`src/rtl/eprom_rd_pkg.sv`:
```
package eprom_rd_pkg;
  typedef enum logic [1:0] {ST_IDLE, ST_ACCESS, ST_FLOAT} rd_state_e;

  // ceil(t / period) plus one cycle for the capture register
  function automatic int wait_cycles(input int t_ps, input int clk_ps);
    return (t_ps + clk_ps - 1) / clk_ps + 1;
  endfunction
endpackage

```
`src/rtl/eprom_wait_cnt.sv`:
```
module eprom_wait_cnt #(
  parameter int CW = 5
) (
  input  logic          clk_i,
  input  logic          rst_ni,
  input  logic          load_i,
  input  logic [CW-1:0] load_val_i,
  input  logic          dec_i,
  output logic [CW-1:0] cnt_o,
  output logic          zero_o
);
  logic [CW-1:0] cnt_q;

  always_ff @(posedge clk_i or negedge rst_ni) begin
    if (!rst_ni)                     cnt_q <= '0;
    else if (load_i)                 cnt_q <= load_val_i;
    else if (dec_i && cnt_q != '0)   cnt_q <= cnt_q - 1'b1;
  end

  assign cnt_o  = cnt_q;
  assign zero_o = (cnt_q == '0);
endmodule

```
`src/rtl/eprom_idle_timer.sv`:
```
module eprom_idle_timer #(
  parameter int LIMIT = 8
) (
  input  logic clk_i,
  input  logic rst_ni,
  input  logic run_i,
  output logic expire_o
);
  localparam int TW = $clog2(LIMIT + 1);
  localparam logic [TW-1:0] LIM = TW'(LIMIT);

  logic [TW-1:0] cnt_q;

  always_ff @(posedge clk_i or negedge rst_ni) begin
    if (!rst_ni)          cnt_q <= '0;
    else if (!run_i)      cnt_q <= '0;
    else if (cnt_q != LIM) cnt_q <= cnt_q + 1'b1;
  end

  assign expire_o = (cnt_q == LIM);
endmodule

```
`src/rtl/eprom_rd_ctrl.sv`:
```
module eprom_rd_ctrl
  import eprom_rd_pkg::*;
#(
  parameter int CLK_PS     = 8000,
  parameter bit SLOW_GRADE = 1'b0,
  parameter int IDLE_LIMIT = 8,
  parameter int AW         = 18,
  parameter int DW         = 16
) (
  input  logic          clk_i,
  input  logic          rst_ni,
  input  logic          req_i,
  input  logic          id_i,
  input  logic [AW-1:0] addr_i,
  output logic          rdy_o,
  output logic [DW-1:0] rdata_o,
  output logic [AW-1:0] mem_addr_o,
  output logic          mem_ce_no,
  output logic          mem_oe_no,
  input  logic [DW-1:0] mem_data_i
);
  localparam int T_ACC_PS = SLOW_GRADE ? 150000 : 120000;
  localparam int T_CE_PS  = T_ACC_PS;
  localparam int T_OE_PS  = SLOW_GRADE ? 50000 : 35000;
  localparam int T_DF_PS  = SLOW_GRADE ? 40000 : 30000;
  localparam int ACC_W = wait_cycles(T_ACC_PS, CLK_PS);
  localparam int CE_W  = wait_cycles(T_CE_PS, CLK_PS);
  localparam int OE_W  = wait_cycles(T_OE_PS, CLK_PS);
  localparam int DF_W  = wait_cycles(T_DF_PS, CLK_PS);
  localparam int MAX_W = (ACC_W > CE_W) ? ACC_W : CE_W;
  localparam int CW    = $clog2(MAX_W + 1);
  localparam logic [CW-1:0] ACC_LD = CW'(ACC_W - 1);
  localparam logic [CW-1:0] CE_LD  = CW'(CE_W - 1);
  localparam logic [CW-1:0] OE_AT  = CW'(OE_W);
  localparam logic [CW-1:0] DF_LD  = CW'(DF_W - 1);

  rd_state_e     st_q;
  logic [AW-1:0] addr_q;
  logic [DW-1:0] rdata_q;
  logic          ce_n_q, oe_n_q, rdy_q;
  logic          accept, capture, idle_exp;
  logic [CW-1:0] acc_cnt, flt_cnt;
  logic          acc_zero, flt_zero;

  assign accept  = (st_q == ST_IDLE) && req_i;
  assign capture = (st_q == ST_ACCESS) && acc_zero;

  // access window: full CE time from standby, address time otherwise
  eprom_wait_cnt #(.CW(CW)) u_acc_cnt (
    .clk_i, .rst_ni,
    .load_i     (accept),
    .load_val_i (ce_n_q ? CE_LD : ACC_LD),
    .dec_i      (st_q == ST_ACCESS),
    .cnt_o      (acc_cnt),
    .zero_o     (acc_zero)
  );

  eprom_wait_cnt #(.CW(CW)) u_flt_cnt (
    .clk_i, .rst_ni,
    .load_i     (capture),
    .load_val_i (DF_LD),
    .dec_i      (st_q == ST_FLOAT),
    .cnt_o      (flt_cnt),
    .zero_o     (flt_zero)
  );

  eprom_idle_timer #(.LIMIT(IDLE_LIMIT)) u_idle (
    .clk_i, .rst_ni,
    .run_i    ((st_q == ST_IDLE) && !ce_n_q && !req_i),
    .expire_o (idle_exp)
  );

  always_ff @(posedge clk_i or negedge rst_ni) begin
    if (!rst_ni) begin
      st_q    <= ST_IDLE;
      addr_q  <= '0;
      rdata_q <= '0;
      ce_n_q  <= 1'b1;
      oe_n_q  <= 1'b1;
      rdy_q   <= 1'b0;
    end else begin
      rdy_q <= 1'b0;
      unique case (st_q)
        ST_IDLE: begin
          if (req_i) begin
            st_q   <= ST_ACCESS;
            addr_q <= id_i ? {{(AW-1){1'b0}}, addr_i[0]} : addr_i;
            ce_n_q <= 1'b0;
          end else if (idle_exp) begin
            ce_n_q <= 1'b1;
          end
        end
        ST_ACCESS: begin
          if (acc_zero) begin
            rdata_q <= mem_data_i;
            rdy_q   <= 1'b1;
            oe_n_q  <= 1'b1;
            st_q    <= ST_FLOAT;
          end else if (acc_cnt == OE_AT) begin
            oe_n_q  <= 1'b0;  // late OE, overlapped with address wait
          end
        end
        ST_FLOAT: begin
          if (flt_zero) st_q <= ST_IDLE;
        end
        default: st_q <= ST_IDLE;
      endcase
    end
  end

  assign mem_addr_o = addr_q;
  assign mem_ce_no  = ce_n_q;
  assign mem_oe_no  = oe_n_q;
  assign rdy_o      = rdy_q;
  assign rdata_o    = rdata_q;

  // cycles since OE last rose, saturating at the float wait
  localparam int GW = $clog2(DF_W + 1);
  localparam logic [GW-1:0] GMAX = GW'(DF_W);
  logic [GW-1:0] gap_q;
  always_ff @(posedge clk_i or negedge rst_ni) begin
    if (!rst_ni)        gap_q <= GMAX;
    else if (!oe_n_q)   gap_q <= '0;
    else if (gap_q != GMAX) gap_q <= gap_q + 1'b1;
  end

  a_r4_oe_inside_ce: assert property (@(posedge clk_i) disable iff (!rst_ni)
    !mem_oe_no |-> !mem_ce_no);
  a_r4_addr_steady: assert property (@(posedge clk_i) disable iff (!rst_ni)
    (!mem_oe_no && $past(!mem_oe_no)) |-> $stable(mem_addr_o));
  a_r5_rdy_single: assert property (@(posedge clk_i) disable iff (!rst_ni)
    rdy_o |=> !rdy_o);
  a_r5_captured_while_oe: assert property (@(posedge clk_i) disable iff (!rst_ni)
    rdy_o |-> (mem_oe_no && $past(!mem_oe_no)));
  a_r6_float_gap: assert property (@(posedge clk_i) disable iff (!rst_ni)
    $fell(mem_oe_no) |-> (gap_q >= GMAX));
  a_r8_standby_quiet: assert property (@(posedge clk_i) disable iff (!rst_ni)
    $rose(mem_ce_no) |-> (mem_oe_no && !rdy_o));
endmodule

```
`config.mk`:
```
export PLATFORM = sky130hd
export DESIGN_NAME = eprom_rd_ctrl
export DESIGN_NICKNAME = d
export VERILOG_FILES = /design/src/rtl/eprom_rd_pkg.sv /design/src/rtl/eprom_wait_cnt.sv /design/src/rtl/eprom_idle_timer.sv /design/src/rtl/eprom_rd_ctrl.sv
export SDC_FILE = /design/constraint.sdc
export NUM_CORES = 1
export LEC_CHECK = 0
export ABC_AREA = 0
export CAP_MARGIN = 20
export CORE_MARGIN = 2
export CORE_UTILIZATION = 56
export CTS_CLUSTER_DIAMETER = 80
export DETAILED_ROUTE_END_ITERATION = 7
export DONT_BUFFER_PORTS = 1
export GPL_ROUTABILITY_DRIVEN = 0
export PLACE_DENSITY = 0.73
export SYNTH_ARGS = -nofsm -noshare
export SYNTH_HDL_FRONTEND = slang
export SYNTH_SLANG_ARGS = --single-unit
```
`constraint.sdc`:
```
create_clock -name clk_i -period 2 [get_ports clk_i]
set_clock_uncertainty 0.15 [all_clocks]
set_input_delay 0.1 -clock clk_i [delete_from_list [all_inputs] [get_ports clk_i]]
set_output_delay 0.1 -clock clk_i [all_outputs]
set_load 0.03 [all_outputs]
```
==> metrics.log <==
[metrics] outcome: finished, final reports clean
[metrics] Worst Hold Path Cells: 3
[metrics] post-route clock period utilization: 0.965
[metrics] fraction of final layout cells with drive strength greater than 1: 0.145
[metrics] clock root buffer master: clkbuf_8
[metrics] total length of routed wires: 5530 um
[metrics] first-pass GRT wire length: around 9100 um
[metrics] clk sinks: 53
[metrics] number of primary I/O pins: 75
[metrics] Pre-Repair DR Iteration Count: 4
[metrics] largest net degree at the start of global routing: 54
[metrics] die height: between 60 and 70 um
[metrics] area taken by flip-flops and latches: 1330 um^2
[metrics] arrival time at the worst endpoint: 1.97 ns
[metrics] total leakage power: approximately 1.4 nW
[metrics] Max-Cap Viols: 0
[metrics] worst hold path type: in -> reg
[metrics] number of nets at the end of the flow: 304
[metrics] remaining design rule violation count: 0
[metrics] placeable core area: 4030 um^2
[metrics] most frequently used flop master after synthesis: dfrtp_1
[metrics] via count of the first global-routing pass: about 1.9k
[metrics] Post-Place Setup Slack: -0.00803 ns
[metrics] largest fanout of any net on the critical path: 10
[metrics] die boundary width: 69.1 um
[metrics] row count: 23
[metrics] count of distinct cell types in the synthesized netlist: 35
[metrics] post-layout worst setup margin: 0.0701 ns
[metrics] Post-Syn Nets: 247
[metrics] Total Routing Usage GR: 0.239
[metrics] beginning of the worst hold path: req_i
[metrics] Power, Total: about 0.0040 W
[metrics] overall overflow remaining after global route: 0
[metrics] slew margin rel.: 0.673
[metrics] routed wire length per instance: approximately 18 um
[metrics] deepest clock path buffer count: 2
[metrics] Initial Utilization: 0.589
[metrics] Post-synth EDFFs: 0
[metrics] TritonCTS clock tree: yes
[metrics] share of synthesized flip-flops with an asynchronous set or reset: 1.00
[metrics] Seq cells post-synth: 53
[metrics] post-detailed-placement half-perimeter wirelength: just over 3000 um
[metrics] H-tree levels: 2
[metrics] required time of the worst setup path: 2.04 ns
[metrics] number of DRC violations after detailed-routing iteration 0: 111
[metrics] number of input and output port buffers inserted: 0
[metrics] Die Footprint: 4770 um^2
[metrics] FF-to-FF Start: u_acc_cnt.cnt_o[4]
[metrics] top area cells in the synthesized netlist: dfrtp_1, mux2_4, nand2b_1, o21ai_0, nand2_1
[metrics] area taken by multi-input logic gates: 972 um^2
[metrics] worst hold slack: 0.119 ns
[metrics] library cell with the largest summed area after synthesis: dfrtp_1
[metrics] Synth Instances: 204
[metrics] slack of the worst reg-to-reg path: 0.07 ns
[metrics] total number of yosys warnings: 0
[metrics] Critical Path Source Type: flop
[metrics] antenna diode instance count: 0
[metrics] vias: between 1.5k and 2k
[metrics] area fraction of the dominant cell type after synthesis: 0.538
[metrics] cell with the biggest individual delay on the critical path: or4b_4
[metrics] final number of setup-violating endpoints: 0
[metrics] clock period minus final worst setup slack: 1.93 ns
[metrics] total power per unit cell area: 1300 nW/um^2
[metrics] Reg-to-Reg End: rdata_o[1]
[metrics] Worst-path clk slew: 0.09 ns
[metrics] r2r worst-path depth: 3
[metrics] timing-limited maximum frequency: 518 MHz
[metrics] post-route ant nets: 0
[metrics] netlist area before placement: 2370 um^2
[metrics] chain of cells forming the critical path: or4b_4 -> or2_4 -> mux2_4
[metrics] Worst Hold Path EP: u_acc_cnt.cnt_o[2]
[metrics] Worst-Skew Late Latency: 0.30 ns
[metrics] maximum vdd drop: 0.000660 V
[metrics] Pins Over Slew Limit: 0
[metrics] vias per std cell: about 5.6
[metrics] Final Hold Vio Count: 0
[metrics] transition at the pin with the smallest max-transition slack: between 0.4 and 0.5 ns
[metrics] number of antenna violations at the first check in global routing: 0
[metrics] CP endpoint kind: flop
[metrics] worst setup path category: reg -> reg
[metrics] fillcell total: 267
[metrics] CTS Buf Count: 5
[metrics] Syn Area/Cell: 11.6 um^2
[metrics] part of the Yosys area used for sequential elements: 0.560
[metrics] longest individual stage delay on the worst path: between 0.5 and 0.6 ns
[metrics] growth of design area from synthesis to finish: 30.4%
-- worst max path at each step --
stage | end | start | cells past startpoint
2_1_floorplan | u_acc_cnt.cnt_o[2] | u_acc_cnt.cnt_o[0] | 6
3_3_place_gp | u_acc_cnt.cnt_o[2] | u_acc_cnt.cnt_o[0] | 5
3_5_place_dp | u_acc_cnt.cnt_o[2] | u_acc_cnt.cnt_o[0] | 5
4_1_cts | rdata_o[1] | u_acc_cnt.cnt_o[4] | 3
5_1_grt | rdata_o[7] | u_acc_cnt.cnt_o[0] | 6
6_report | rdata_o[1] | u_acc_cnt.cnt_o[4] | 3
-- layout by cell type, fill, tap and decap left out, types with 2 or more instances in the layout --
master         instances
inv_1                  7
o21a_1                 2
nand3b_1               2
clkbuf_1               2
and3_1                 3
mux2i_1                3
o21ai_0               23
buf_4                  4
nand2b_1              19
xnor2_1                2
clkbuf_8               5
a31oi_1                2
dlygate4sd3_1         54
dfrtp_1               51
nand3_1                4
or4b_4                 2
a21oi_1                2
nor3_1                 3
mux2_4                16
nand2_1               25
ha_1                   4
nor2b_1                2
nor3b_1                3
or2_4                  2
dfstp_2                2
nor2_1                 4
-- layout make-up --
type,instances,share of cell area
Sequential cell,53,0.430
Multi-Input combinational cell,134,0.314
Timing Repair Buffer,60,0.200
Clock buffer,7,0.0247
Tap cell,50,0.0202
Inverter,7,0.00850
Clock inverter,1,0.00243
-- metal layers --
| metal | GRT usage | vias up | wire length [um] | share of wire |
|---|---|---|---|---|
| li1 | - | 801 | - | - |
| met1 | 0.262 | 853 | 2140 | 0.39 |
| met2 | 0.420 | 81 | 2750 | 0.50 |
| met3 | 0.0702 | 23 | 365 | 0.066 |
| met4 | 0.113 | 0 | 273 | 0.049 |
| met5 | 0 | - | 0 | 0 |
-- flip-flops by register name, summed over array words and instances (netlist names) --
register,flops
mem_ce_no,1
rdy_o,1
u_idle.cnt_q,4
u_acc_cnt.cnt_o,5
u_flt_cnt.cnt_o,5
mem_oe_no,1
st_q,2
rdata_o,16
mem_addr_o,18
-- cell families after synthesis --
| group | after synthesis | synth area share |
|---|---|---|
| buffers and inverters | 18 | 0.0385 |
| DFF | 53 | 0.560 |
| muxes | 19 | 0.114 |
| xor gates and xnor gates | 3 | 0.0111 |
| adders and majority gates | 5 | 0.0264 |
| AOI/OAI and AO/OA | 33 | 0.0786 |
| and+or+nand+nor | 73 | 0.171 |
-- cell usage after synthesis (all sizes together), types with 2 or more instances --
| cell | instances |
|---|---|
| nor2 | 4 |
| ha | 5 |
| nand3b | 2 |
| xnor2 | 2 |
| o21ai | 23 |
| nand2b | 19 |
| nor3b | 3 |
| a21oi | 2 |
| a31oi | 2 |
| inv | 7 |
| nor3 | 3 |
| dfstp | 2 |
| and3 | 3 |
| dfrtp | 51 |
| nor2b | 2 |
| or4b | 3 |
| nand3 | 4 |
| nand2 | 25 |
| o21a | 2 |
| clkbuf | 7 |
| mux2 | 16 |
| buf | 4 |
| mux2i | 3 |
-- power breakdown --
| part | internal (W) | switching (W) |
|---|---|---|
| clock network | 0.000249 | 0.000347 |
| registers | 0.00146 | 0.000952 |
| logic | 0.000576 | 0.000444 |
| total | 0.00228 | 0.00174 |
-- worst max-delay path: cells and delay by family (launching register included) --
| kind | cells | cell delay, ns |
|---|---|---|
| simple gates | 2 | 0.92 |
| flops | 1 | 0.42 |
| mux | 1 | 0.33 |
-- per-stage QoR --
step / util / instance area, um^2 / setup TNS [ns] / instances
final: 0.767 / 3090 / 0 / 312
after global routing: 0.767 / 3090 / -0.0104 / 312
after CTS: 0.763 / 3070 / 0 / 311
after detailed placement: 0.600 / 2420 / -0.00803 / 248
after global placement: 0.600 / 2420 / 0 / 248
after floorplan: - / 2370 / 0 / 204
-- timing repair --
action | in CTS | in global routing
hold buffers | 55 | 0
cloned | 0 | 1
buffers inserted | 0 | 0
hold endpoints to repair | 92 | 0
setup endpoints to repair | 1 | 17
resized for setup | 1 | 3
pin swaps | 0 | 0
Note: power is estimated with default switching activity, not from simulation.
